<file path="config.mk">
export PLATFORM = sky130hd
export DESIGN_NAME = rx_hold_fifo
export DESIGN_NICKNAME = d
export VERILOG_FILES = /design/src/rtl/rx_hold_fifo.sv
export SDC_FILE = /design/constraint.sdc
export NUM_CORES = 1
export LEC_CHECK = 0
export CAP_MARGIN = 40
export CORE_MARGIN = 3
export CORE_UTILIZATION = 35
export CTS_CLUSTER_SIZE = 28
export DETAILED_ROUTE_END_ITERATION = 16
export DONT_BUFFER_PORTS = 1
export GPL_TIMING_DRIVEN = 0
export HOLD_SLACK_MARGIN = 0.1
export PLACE_DENSITY = 0.53
export SETUP_SLACK_MARGIN = 0.2
export SYNTH_ARGS = -nofsm -noshare
export SYNTH_HDL_FRONTEND = slang
export SYNTH_SLANG_ARGS = --single-unit
</file>
<file path="constraint.sdc">
create_clock -name clk -period 4 [get_ports clk]
set_clock_uncertainty 0.1 [all_clocks]
set_input_delay 0 -clock clk [delete_from_list [all_inputs] [get_ports clk]]
set_output_delay 0 -clock clk [all_outputs]
set_load 0.02 [all_outputs]
</file>
<file path="src/rtl/rx_hold_fifo.sv">
module rx_hold_fifo #(
  parameter int DEPTH = 16,
  parameter int DW    = 8,
  parameter int EW    = 4,
  parameter int TRIG  = 1
) (
  input  logic               clk,
  input  logic               rst_n,
  input  logic               push,
  input  logic [DW-1:0]      push_data,
  input  logic [EW-1:0]      push_err,
  input  logic               rd_strobe,
  input  logic               fifo_en,
  input  logic               flush,
  output logic [DW+EW-1:0]   rd_entry,
  output logic               full,
  output logic               empty,
  output logic               can_accept,
  output logic               rx_irq
);
  localparam int WW = DW + EW;
  localparam int PW = $clog2(DEPTH);
  localparam int CW = $clog2(DEPTH + 1);

  logic [WW-1:0] mem [DEPTH];
  logic [PW-1:0] pos;
  logic [CW-1:0] count;
  logic          en_q;
  logic          irq_q;

  wire [CW-1:0] depth_eff = en_q ? CW'(DEPTH) : CW'(1);
  wire [PW-1:0] mask      = en_q ? PW'(DEPTH - 1) : '0;
  wire          clear_all = flush || (fifo_en != en_q);
  wire          pop_ok    = rd_strobe && (count != '0) && !clear_all;
  wire          push_ok   = push && can_accept && !clear_all;
  wire [PW-1:0] wr_slot   = (pos + PW'(count)) & mask;
  wire [CW-1:0] cnt_after = count - CW'(pop_ok);
  wire [CW-1:0] cnt_next  = cnt_after + CW'(push_ok);
  wire          irq_clr   = rd_strobe && !clear_all && (32'(cnt_after) + 1 == TRIG);
  wire          irq_set   = push_ok && (32'(cnt_next) == TRIG);

  assign can_accept = count < depth_eff;
  assign full       = count == depth_eff;
  assign empty      = count == '0;
  assign rd_entry   = mem[pos];
  assign rx_irq     = irq_q;

  always_ff @(posedge clk) begin
    if (!rst_n) begin
      pos   <= '0;
      count <= '0;
      en_q  <= 1'b0;
      irq_q <= 1'b0;
      for (int i = 0; i < DEPTH; i++) mem[i] <= '0;
    end else begin
      en_q <= fifo_en;
      if (clear_all) begin
        pos   <= '0;
        count <= '0;
      end else begin
        if (push_ok) mem[wr_slot] <= {push_err, push_data};
        if (pop_ok)  pos <= (pos + 1'b1) & mask;
        count <= cnt_next;
        if (irq_set)      irq_q <= 1'b1;
        else if (irq_clr) irq_q <= 1'b0;
      end
    end
  end

  a_r4_no_overflow: assert property (@(posedge clk) disable iff (!rst_n)
    (full && push && !rd_strobe && !clear_all) |=> full);

  a_r9_mode_change_empties: assert property (@(posedge clk) disable iff (!rst_n)
    (fifo_en != en_q) |=> (empty && !full));

  a_r10_flush_empties: assert property (@(posedge clk) disable iff (!rst_n)
    flush |=> empty);

  a_r7_irq_on_trigger: assert property (@(posedge clk) disable iff (!rst_n)
    (push && !rd_strobe && !clear_all && can_accept && (32'(count) + 1 == TRIG)) |=> rx_irq);

  a_r6_empty_read_keeps: assert property (@(posedge clk) disable iff (!rst_n)
    (empty && rd_strobe && !push && !clear_all) |=> (empty && $stable(rd_entry)));

  a_r5_last_pop_empties: assert property (@(posedge clk) disable iff (!rst_n)
    (count == CW'(1) && rd_strobe && !push && !clear_all) |=> empty);

  a_r12_flush_drops_push: assert property (@(posedge clk) disable iff (!rst_n)
    (clear_all && push) |=> empty);
endmodule

</file>
---- Word level (Yosys, flattened, before mapping) ----
Memories as Yosys holds them, arrays and structs flattened. A register that Yosys moved wholly into a read port is not among the register bits.
Index checks and enable logic that the tools add are counted.
cells by class
  $add $sub $neg .......................... 5
  muxes and demuxes ....................... 14
  equal/unequal tests ..................... 4
  divide/modulo/power cells ............... 0
  shift operators ......................... 0
  $mul .................................... 0
  $lt $le $gt $ge ......................... 1
  bitwise operators ....................... 4
  reduce and logical (&&, ||, !) cells .... 15
operators with widths
  cell                                                 number
  2-to-1 mux 4 bit                                     4
  2-to-1 mux 12 bit                                    1
  OR reduction 12 bit                                  1
  bitwise AND 4 bit                                    2
  2-to-1 mux 1 bit                                     8
  logical AND 1 bit                                    7
  adder 5 x 1 -> 6 bit, second input constant          1
  equality test 6 x 1 -> 1 bit, second input constant  1
  adder 5 x 1 -> 5 bit                                 1
  equality test 5 x 1 -> 1 bit, second input constant  1
  equality test 5 bit                                  1
  zero test 5 bit                                      1
  less-than comparator 5 bit                           1
  2-to-1 mux 5 bit                                     1
  nonzero test 5 bit                                   1
  subtractor 5 x 1 -> 5 bit                            1
  adder 4 x 1 -> 4 bit, second input constant          1
  adder 4 bit                                          1
  NOT 1 bit                                            2
  AND reduction 2 bit                                  1
  nonzero test 2 bit                                   1
  OR reduction 2 bit                                   1
  zero test 1 bit                                      1
  logical OR 1 bit                                     1
  inequality test 1 bit                                1
word-level totals
  memories ................................ 1
  memory bits (read-only) ................. 0
  RAM bits ................................ 192
  bits in latches ......................... 0
  flip-flop bits (word level) ............. 11
  output and inout port bits .............. 16
memory list
  name  depth  bits a word  rd ports  clocked after memory_dff  wr ports  RTL line  RTL
  mem   16     12           1         1                         16        25        logic [WW-1:0] mem [DEPTH];

---- Logic depth before layout (Yosys ltp) ----
Gate-level depths: netlist of run 1.
  word-level depth ........................ 10
  gate-level depth with buffers ........... 15
  gate-level depth less buffers ........... 13

---- Worst setup path after synthesis of run 1 ----
OpenSTA, ideal clock, no wires.
  kind .................................... register -> register
  from .................................... register en_q
  to ...................................... memory mem[1][0] (netlist name), enable pin
  path slack .............................. 0.460 ns
  buffers on the path ..................... 1
  stages on the path, launching flop included .. 9
  data arrival time ....................... 3.040 ns
  period minus slack after synthesis ...... 3.540 ns
  required time ........................... 3.500 ns
  cell sequence ........................... dfxtp_1 buf_2 inv_1 ha_1 or4b_4 a21oi_4 nand3_4 or3_1 o31ai_1
RTL lines
  element                   RTL line  RTL
  start: declaration        28        logic en_q;
  start signal: assignment  56        en_q <= fifo_en;
  end: declaration          25

==> metrics, run 1 <==
outcome=completed; CP Max Fanout=8; clock tree from TritonCTS=yes; largest net degree at the start of global routing=14; RSZ-0062 raised after global routing=false; layout cells sized above 1=0.199; CP Launch Point=en_q; Placement Setup Slack=0.283 ns; Post-synth EDFFs=192; # H-tree levels=1; pwr dens=408 mW/mm^2; Hold Path End=mem[15][0]; total grt overflow=0; Tmin final=3.64 ns; first-pass GRT wire length=40100 um; #FFs+latches synth=slightly above 200; First-pass DRT Iterations=5; syn avg cell area=14.9 um^2; vias=6068; Die ar.=just under 0.03 mm^2; port bufs=0; Setup-failing EPs final=0; leading cell types in the layout, fill and taps excluded=edfxtp_1 (192), and3_1 (150), mux4_2 (60); CTS clk-pin slew, worst paths=0.06 ns; Initial Util=0.358; DRC=0; sequential fraction of the synthesis area=0.627; FF-to-FF Start=en_q; CP startpoint kind=flop; reg-to-reg slack, setup=between 0.3 and 0.4 ns; period utilisation layout=0.910; CTS Buf Count=22; Via-to-Cell Ratio=~5.6; max cap viols=0; die width=172 um; fmax=275 MHz; worst reg2reg path depth=9; Row Count=60; setup ws final=0.361 ns; Final HPWL DP=20000 um; worst rel slew slack=0.446; io pins=34; Cell Area, Synth=0.00967 mm^2; final antenna-violating net count=0; commonest non-fill, non-tap cell in the layout=edfxtp_1; hold depth=3; nets@finish=748; clock sink count=207; DIE HEIGHT=172 um; crit end category=flop; post-CTS setup buffer count=0; per-cell routed wire length=25.0 um; asr flop ratio synth=0; Post-Syn Instances=647; Top FF cell, synth=edfxtp_1; Synthesized Nets=676; worst hold start=push; CP max stage cell=o21ai_1; worst r2r dst=mem[10][10]; worst hold-check path type=in -> reg; Max Transition Viols Final=0; largest cells by area after synthesis=edfxtp_1 (60%), mux4_2 (14%), and3_1 (9.7%); Top delay family on crit path=simple AND/OR/NAND/NOR gates; routability-driven placement congestion ratio=0.907; number of antenna violations at the first check in global routing=1; P&R area growth vs syn=16.2%; cell accounting for the most synthesized area=edfxtp_1; clk buf depth=3; worst-margin pin slew=0.831 ns; post-synthesis cell type count=between 40 and 50; overall routing resource usage=0.183; Worst EP arrival=between 3 and 4 ns; WP data required=4.12 ns; DR iter-0 viols=669; sequence of cells on the critical path=buf_2 -> inv_1 -> ha_1 -> or4b_4 -> a21oi_4 -> nand3_4 -> or4_4 -> o21ai_1 -> buf_6; Final Core Density=0.416; post-synth top area share=0.596; clk root buf=clkbuf_16; worst skew pair latency=0.51 ns; ant diodes=0; final wirelength=26900 um; Crit path buffers/inverters=3; leakage=4.44 nW; Hold Vio Cnt, Final=0; Setup CP Type=reg -> reg; VDD IR-drop max=0.000286 V; YS warnings=0; Worst path max stage delay=between 0.6 and 0.7 ns; vias in the first global route=6337; core area=0.0270 mm^2
cell usage after synthesis, types with 3 or more instances:
cell type    n
nand3_1      7
ha_1        10
o21ai_1      9
dfxtp_1     15
clkbuf_1    38
and3_1     150
buf_6        7
mux4_2      60
nor2_1      59
edfxtp_1   192
or3_1        3
xnor2_1      6
xor2_1       8
buf_2        7
clkbuf_2     4
nand2_1     18
nand4_1      5
o21ai_0      8
inv_1       10
logic make-up (layout without fill, tap and decap cells):
logic type	count (synthesis)	in the layout	share of synthesized area
AO/OA/AOI/OAI	25	25	0.0154
XOR/XNOR	14	14	0.0127
adder cells (fa/ha/maj)	11	11	0.0150
buffers and inverters	70	158	0.0348
flip-flops	207	207	0.627
multiplexers	61	61	0.141
AND/OR/NAND/NOR	259	259	0.154
how the worst max path moves through the flow:
stage             endpoint  slack, ns  cells past startpoint
2_1_floorplan    mem[1][0]       0.46                      8
3_3_place_gp   mem[13][10]      -0.59                      8
3_5_place_dp    mem[9][10]       0.28                      9
4_1_cts          mem[9][2]       0.26                      9
5_1_grt         mem[10][3]       0.24                      9
6_report       mem[10][10]       0.36                      9
through the flow:
step                      setup TNS, ns  cells  hold slack [ns]  area, um^2  total power (W)
after floorplan                       0    647           0.0217        9670          0.00259
after global placement           -26.47    988           0.0308       10100          0.00266
after detailed placement              0   1010           0.0401       10300          0.00268
after CTS                             0   1075            0.111       11200          0.00460
after global routing                  0   1076            0.165       11200          0.00471
final                                 0   1076            0.125       11200          0.00458
state kept, by name, summed over array words and instances (netlist names), named ones only:
register and count:
en_q 1, pos 4, count 5, rx_irq 1
mem 192
power breakdown:
part	internal, W	switching, W
registers	0.00243	0.0000194
logic	0.0000738	0.000135
clock network	0.00109	0.000839
area by class of cell:
class	count	area, um^2
Tap cell	341	427
Multi-Input combinational cell	370	3280
Fill cell	2517	15800
Timing Repair Buffer	48	458
Clock inverter	9	78.8
Clock buffer	31	584
Sequential cell	207	6070
Buffer	60	299
Inverter	10	37.5
layer usage:
metal  vias to the layer above  global-route usage  part of all wire
met1                      3136               0.253              0.42
met3                        41              0.0281             0.068
met4                         0              0.0496             0.021
met2                       235               0.304              0.49
li1                       2656                   -                 -
met5                         -                   0                 0
tightest hold or removal path: cells and delay by family:
family             cells  cell delay, ns
and+or+nand+nor        2            0.40
AOI/OAI and AO/OA      1            0.14
what timing repair did:
item,in CTS,in global routing
hold buffers,25,0
endpoints found under the setup margin,0,8
resized for setup,0,2
hold endpoints to repair,262,0
(Power assumes the default switching activity.)
==> inputs of run 2 (changes only) <==
--- a/config.mk
+++ b/config.mk
@@ -14,6 +14,7 @@
 export GPL_TIMING_DRIVEN = 0
 export HOLD_SLACK_MARGIN = 0.1
 export PLACE_DENSITY = 0.53
+export RECOVER_POWER = 25
 export SETUP_SLACK_MARGIN = 0.2
 export SYNTH_ARGS = -nofsm -noshare
 export SYNTH_HDL_FRONTEND = slang
==> run 2 against run 1 <==
- maximum frequency is 2.5% lower
- critical path depth grew 1
- cell count unchanged
- first-iteration DRC count fell by 7.6%
- critical endpoint is now mem[7][2]
==> metrics, run 2 (synthesis gave the netlist of run 1 again) <==
fill count=2529 (+0.48%); Post-Layout Cell Count=1076 (unchanged); Final HPWL DP=20000 um (unchanged); WP data required=4.28 ns (+0.16 ns); Cells after DPL=1010 (unchanged); routability-driven placement congestion ratio=0.907 (unchanged); nets@finish=748 (unchanged); area occupied by multi-input gates=0.00326 mm^2 (-0.80%); worst hold-check path type=in -> reg; CTS Buf Count=22 (unchanged); sequence of cells on the critical path=clkbuf_1 -> inv_1 -> ha_1 -> or4b_4 -> a21oi_4 -> nand3_4 -> nor4_1 -> buf_6 -> and3_1 -> dlygate4sd3_1; CP max stage cell=nor4_1; clk root buf=clkbuf_16; core area=0.0270 mm^2 (unchanged); crit end category=flop; Largest regs=mem (192), count (5), pos (4); fmax=268 MHz (-2.5%); worst rel slew slack=0.324 (-0.122); leading cell types in the layout, fill and taps excluded=edfxtp_1 (192), and3_1 (150), clkbuf_1 (60), mux4_2 (60), nor2_1 (58); Register Area=0.00607 mm^2 (unchanged); Worst EP arrival=4.01 ns (+0.25 ns); Largest Register=mem; max cap viols=0 (unchanged); worst-margin pin slew=1.00 ns (+0.169 ns); P&R area growth vs syn=15.5%; # H-tree levels=1 (unchanged); pwr dens=411 mW/mm^2 (+0.68%); first-pass GRT wire length=40100 um (unchanged); Die ar.=0.0297 mm^2 (unchanged); DIE HEIGHT=172 um (unchanged); worst skew pair latency=0.51 ns (about the same); CP startpoint kind=flop; Max Transition Viols Final=0 (unchanged); final antenna-violating net count=0 (unchanged); Initial Util=0.358 (unchanged); number of antenna violations at the first check in global routing=1 (unchanged); die width=172 um (unchanged); Clock Power Share=0.421 (about the same); period utilisation layout=0.933 (+0.0236); ant diodes=0 (unchanged); Setup-failing EPs final=0 (unchanged); CP Max Fanout=10 (+2); final wirelength=26900 um (-0.12%); clock sink count=207 (unchanged); commonest non-fill, non-tap cell in the layout=edfxtp_1; First-pass DRT Iterations=5 (unchanged); per-cell routed wire length=25.0 um (-0.12%); CTS clk-pin slew, worst paths=0.06 ns (about the same); clock tree from TritonCTS=yes; Via-to-Cell Ratio=5.63 (-0.15%); RSZ-0062 raised after global routing=false; Setup CP Type=reg -> reg; VDD IR-drop max=0.000287 V (+0.28%); port bufs=0 (unchanged); total grt overflow=0 (unchanged); Row Count=60 (unchanged); leakage=4.37 nW (-1.6%); internal power=0.00359 W (about the same); Switching Share=0.217 (+0.000526); clk buf depth=3 (unchanged); combinational share of power=0.045 (about the same); outcome=completed; vias=6059 (-0.15%); vias in the first global route=6337 (unchanged); Hold Vio Cnt, Final=0 (unchanged); DRC=0 (unchanged); layout cells sized above 1=0.177 (-0.0218); Tmin final=3.73 ns (+0.0943 ns); largest net degree at the start of global routing=14 (unchanged); DR iter-0 viols=618 (-7.6%); Final Core Density=0.413 (-0.00268); io pins=34 (unchanged); Reg power frac=0.534 (about the same); NetSw=0.000997 W (+0.27%); max reg flops=192 (unchanged); overall routing resource usage=0.183 (unchanged); Worst path max stage delay=0.70 ns (+0.08 ns)
-- run 2: area by class of cell --
type                            count  area share
Clock inverter                      9     0.00706
Buffer                             60      0.0231
Multi-Input combinational cell    370       0.292
Timing Repair Buffer               48      0.0406
Clock buffer                       31      0.0523
Inverter                           10     0.00336
Sequential cell                   207       0.543
Tap cell                          341      0.0382
-- run 2: final timing paths --
kind | start | endpoint | slack, ns | cells past startpoint
setup / recovery | en_q | mem[7][2] | 0.27 | 10
hold / removal | push | mem[15][0] | 0.05 | 3
setup reg to reg | en_q | mem[7][2] | 0.27 | 10
hold reg to reg | rx_irq | rx_irq | 0.49 | 2
-- run 2: power by group through the flow --
stage	clock, W	combinational, W	sequential, W
CTS	0.00195	0.000207	0.00245
global route	0.00203	0.000218	0.00245
finish	0.00193	0.000207	0.00245
floorplan	0	0.000111	0.00248
global placement	0	0.000167	0.00249
detailed placement	0	0.000185	0.00249
-- run 2: timing repair --
| action | CTS | global route |
|---|---|---|
| endpoints found under the hold margin | 262 | 0 |
| buffers inserted | 0 | 0 |
| endpoints found under the setup margin | 0 | 8 |
| hold buffers | 25 | 0 |
| resized for setup | 0 | 2 |
-- run 2: critical path, delay by kind of cell, from the launching register on --
| family | cells | cell delay, ns |
|---|---|---|
| buffers and inverters | 4 | 1.21 |
| adder cells (fa/ha/maj) | 1 | 0.18 |
| flip-flops | 1 | 0.30 |
| AND/OR/NAND/NOR | 4 | 1.46 |
| AO/OA/AOI/OAI | 1 | 0.35 |
-- run 2: metal layers --
metal  vias to the layer above  global-route usage  routed length, um
met4                         0              0.0496                580
met3                        41              0.0281               1630
li1                       2660                   -                  -
met1                      3147               0.253              11600
met5                         -                   0                  0
met2                       211               0.304              13100
-- run 2: stage by stage --
| step | instance area, um^2 | setup slack [ns] | power, W | hold WS, ns | TNS, ns |
|---|---|---|---|---|---|
| after floorplan | 9670 | 0.460 | 0.00259 | 0.0217 | 0 |
| after global placement | 10100 | -0.592 | 0.00266 | 0.0308 | -26.47 |
| after detailed placement | 10300 | 0.283 | 0.00268 | 0.0401 | 0 |
| after CTS | 11200 | 0.259 | 0.00460 | 0.111 | 0 |
| after global routing | 11200 | 0.166 | 0.00470 | 0.107 | 0 |
| final | 11200 | 0.267 | 0.00458 | 0.0518 | 0 |
==> inputs of run 3 (changes only) <==
--- a/config.mk
+++ b/config.mk
@@ -5,6 +5,7 @@
 export SDC_FILE = /design/constraint.sdc
 export NUM_CORES = 1
 export LEC_CHECK = 0
+export ABC_AREA = 1
 export CAP_MARGIN = 40
 export CORE_MARGIN = 3
 export CORE_UTILIZATION = 35
@@ -16,6 +17,7 @@
 export PLACE_DENSITY = 0.53
 export RECOVER_POWER = 25
 export SETUP_SLACK_MARGIN = 0.2
+export SKIP_LAST_GASP = 1
 export SYNTH_ARGS = -nofsm -noshare
 export SYNTH_HDL_FRONTEND = slang
 export SYNTH_SLANG_ARGS = --single-unit
==> run 3 against run 2 <==
- combinational power increased by 21%
- register-to-register slack improved by 0.17 ns
- utilization decreased by 0.056 points
- cell area increased by 11%
- non-clock buffer count increased by 30
- synthesized area rose by 12%
- sequential power barely moved
- synthesized cell count is 45% higher
- highest routed layer unchanged
- count of clock-buffer cells in the layout down 1
==> metrics, run 3 <==
worst-margin pin slew=1.03 ns (+0.0297 ns); Post-Layout Cell Count=1420 (+32%); outcome=completed; Max Transition Viols Final=0 (unchanged); Final HPWL DP=26000 um (+30%); Crit path buffers/inverters=4 (unchanged); layout cells sized above 1=0.250 (+0.0726); RSZ-0062 raised after global routing=false; VDD IR-drop max=0.000274 V (-4.3%); post-synth top area share=0.531 (-0.0655); Initial Util=0.361 (+0.00298); Largest Register=mem; ant diodes=0 (unchanged); final antenna-violating net count=0 (unchanged); Cell Area, Synth=0.0109 mm^2 (+12%); Worst EP arrival=3.69 ns (-0.32 ns); max reg flops=192 (unchanged); CTS clk-pin slew, worst paths=0.06 ns (about the same); DR iter-0 viols=944 (+53%); Post-synth EDFFs=192 (unchanged); per-cell routed wire length=25.0 um (about the same); clock sink count=207 (unchanged); #FFs+latches synth=207 (unchanged); area occupied by multi-input gates=0.00382 mm^2 (+17%); commonest non-fill, non-tap cell in the layout=edfxtp_1; Register Area=0.00607 mm^2 (unchanged); io pins=34 (unchanged); # H-tree levels=1 (unchanged); clk buf depth=3 (unchanged); post-synthesis cell type count=35 (-20%); CP Max Fanout=10 (unchanged); final wirelength=35500 um (+32%); vias in the first global route=7698 (+21%); max cap viols=0 (unchanged); port bufs=0 (unchanged); first-pass GRT wire length=52700 um (+31%); clk root buf=clkbuf_16; cell accounting for the most synthesized area=edfxtp_1; routability-driven placement congestion ratio=0.952 (+4.9%); crit end category=flop; Worst path max stage delay=0.54 ns (-0.16 ns); Via-to-Cell Ratio=5.58 (-0.89%); fill count=2906 (+15%); P&R area growth vs syn=14.3%; sequential fraction of the synthesis area=0.558 (-0.0689); post-CTS setup buffer count=0 (unchanged); Top delay family on crit path=buffers and inverters; Critical Path Most Common Cell=buf_4; Post-synth top cells=nor3_2 (193), edfxtp_1 (192), nor2_1 (118); overall routing resource usage=0.212 (+0.0291); DIE HEIGHT=182 um (+5.8%); die width=182 um (+5.8%); fmax=280 MHz (+4.7%); Largest regs=mem (192), count (5), pos (4); Hold Vio Cnt, Final=0 (unchanged); Die ar.=0.0332 mm^2 (+12%); largest net degree at the start of global routing=14 (unchanged); core area=0.0301 mm^2 (+11%); CTS Buf Count=24 (+9.1%); leakage=4.15 nW (-5.0%); worst skew pair latency=0.52 ns (about the same); CP max stage cell=o21ai_1; YS warnings=0 (unchanged); pwr dens=424 mW/mm^2 (+3.2%); nets@finish=1041 (+39%); worst hold-check path type=in -> reg; syn avg cell area=11.6 um^2 (-23%); Cells after DPL=1356 (+34%); largest cells by area after synthesis=edfxtp_1 (53%), nor3_2 (18%), o21ai_0 (4.9%); worst rel slew slack=0.313 (-0.0104); Setup-failing EPs final=0 (unchanged); total grt overflow=0 (unchanged); CP startpoint kind=flop; Setup TNS=0 ns (unchanged); clock tree from TritonCTS=yes; Tmin final=3.57 ns (-0.168 ns); vias=7925 (+31%); asr flop ratio synth=0 (unchanged); Post-Syn Instances=940 (+45%); sequence of cells on the critical path=buf_4 -> inv_1 -> ha_1 -> a21oi_1 -> nand2_2 -> nor2_4 -> nand2_1 -> nor2_8 -> nand2_4 -> clkbuf_1 -> o21ai_1 -> buf_4; Row Count=63 (+5.0%); DRC=0 (unchanged); WP data required=4.12 ns (-0.16 ns); Setup CP Type=reg -> reg; number of antenna violations at the first check in global routing=0 (-1); Synthesized Nets=969 (+43%); leading cell types in the layout, fill and taps excluded=edfxtp_1 (192), nor3_2 (144), nor2_1 (118); period utilisation layout=0.891 (-0.0419); First-pass DRT Iterations=5 (unchanged); most frequent cell after synthesis=nor3_2; Top FF cell, synth=edfxtp_1
[run 3: cell types whose count changed after synthesis, moves of 35 or more]
| cell | delta |
|---|---|
| and3_1 | -150 |
| inv_1 | +35 |
| mux4_2 | -60 |
| nor2_1 | +59 |
| nor3_2 | +192 |
| o21ai_0 | +98 |
| o221ai_1 | +36 |
[run 3: kinds of logic (layout without fill, tap and decap cells)]
kind of cell             after synthesis  after routing  share of synthesized area
AND/OR/NAND/NOR                      399            399                      0.260
XOR/XNOR                               1              1                   0.000807
flip-flops                           207            207                      0.558
adder cells (fa/ha/maj)               11             11                     0.0134
AO/OA/AOI/OAI                        183            183                      0.102
buffers and inverters                139            229                     0.0653
[run 3: worst paths after layout]
kind	slack [ns]	from	end	depth (start not counted)
max reg2reg	0.43	en_q	mem[10][0]	12
min reg2reg	0.45	pos[0]	pos[0]	2
max	0.43	en_q	mem[10][0]	12
min	0.39	push_err[3]	mem[2][11]	3
[run 3: stage by stage]
| stage | utilization | hold WS [ns] | area [um^2] | setup slack [ns] | power, W |
|---|---|---|---|---|---|
| after floorplan | - | -0.00655 | 10900 | 0.991 | 0.00262 |
| after global placement | 0.377 | -0.000349 | 11300 | -0.0555 | 0.00270 |
| after detailed placement | 0.387 | -0.000719 | 11600 | 0.638 | 0.00273 |
| after CTS | 0.424 | 0.380 | 12800 | 0.605 | 0.00529 |
| after global routing | 0.412 | 0.427 | 12400 | 0.225 | 0.00539 |
| final | 0.412 | 0.389 | 12400 | 0.435 | 0.00526 |
[run 3: repair_timing]
action                     4_1_cts  5_1_grt
hold buffers                    20        0
gates resized for setup          0        0
setup endpoints to repair        0        0
hold endpoints to repair       166        0
[run 3: cell type report]
type                    instances  share of cell area
plain buffers                  92              0.0369
clock buffers                  30              0.0519
clock inverters                14              0.0218
inverters                      47              0.0142
multi-input cells             594               0.308
flip-flops and latches        207               0.488
well taps                     390              0.0393
repair buffers                 46              0.0397
[run 3: power by group]
| part | internal [W] | switching, W |
|---|---|---|
| logic | 0.0000664 | 0.000183 |
| registers | 0.00243 | 0.0000246 |
| clock network | 0.00166 | 0.000906 |
| total | 0.00415 | 0.00111 |
[run 3: metal layers]
metal / GRT usage / wire (um) / vias up
met5: 0 / 0 / -
met4: 0.0698 / 1260 / 0
met3: 0.0343 / 2500 / 57
met2: 0.328 / 16000 / 342
met1: 0.306 / 15800 / 3937
li1: - / - / 3589
[run 3: worst min-delay path: stages]
cell and delay (ns):
dlygate4sd3_1 0.53, inv_1 0.15, nor3_2 0.20
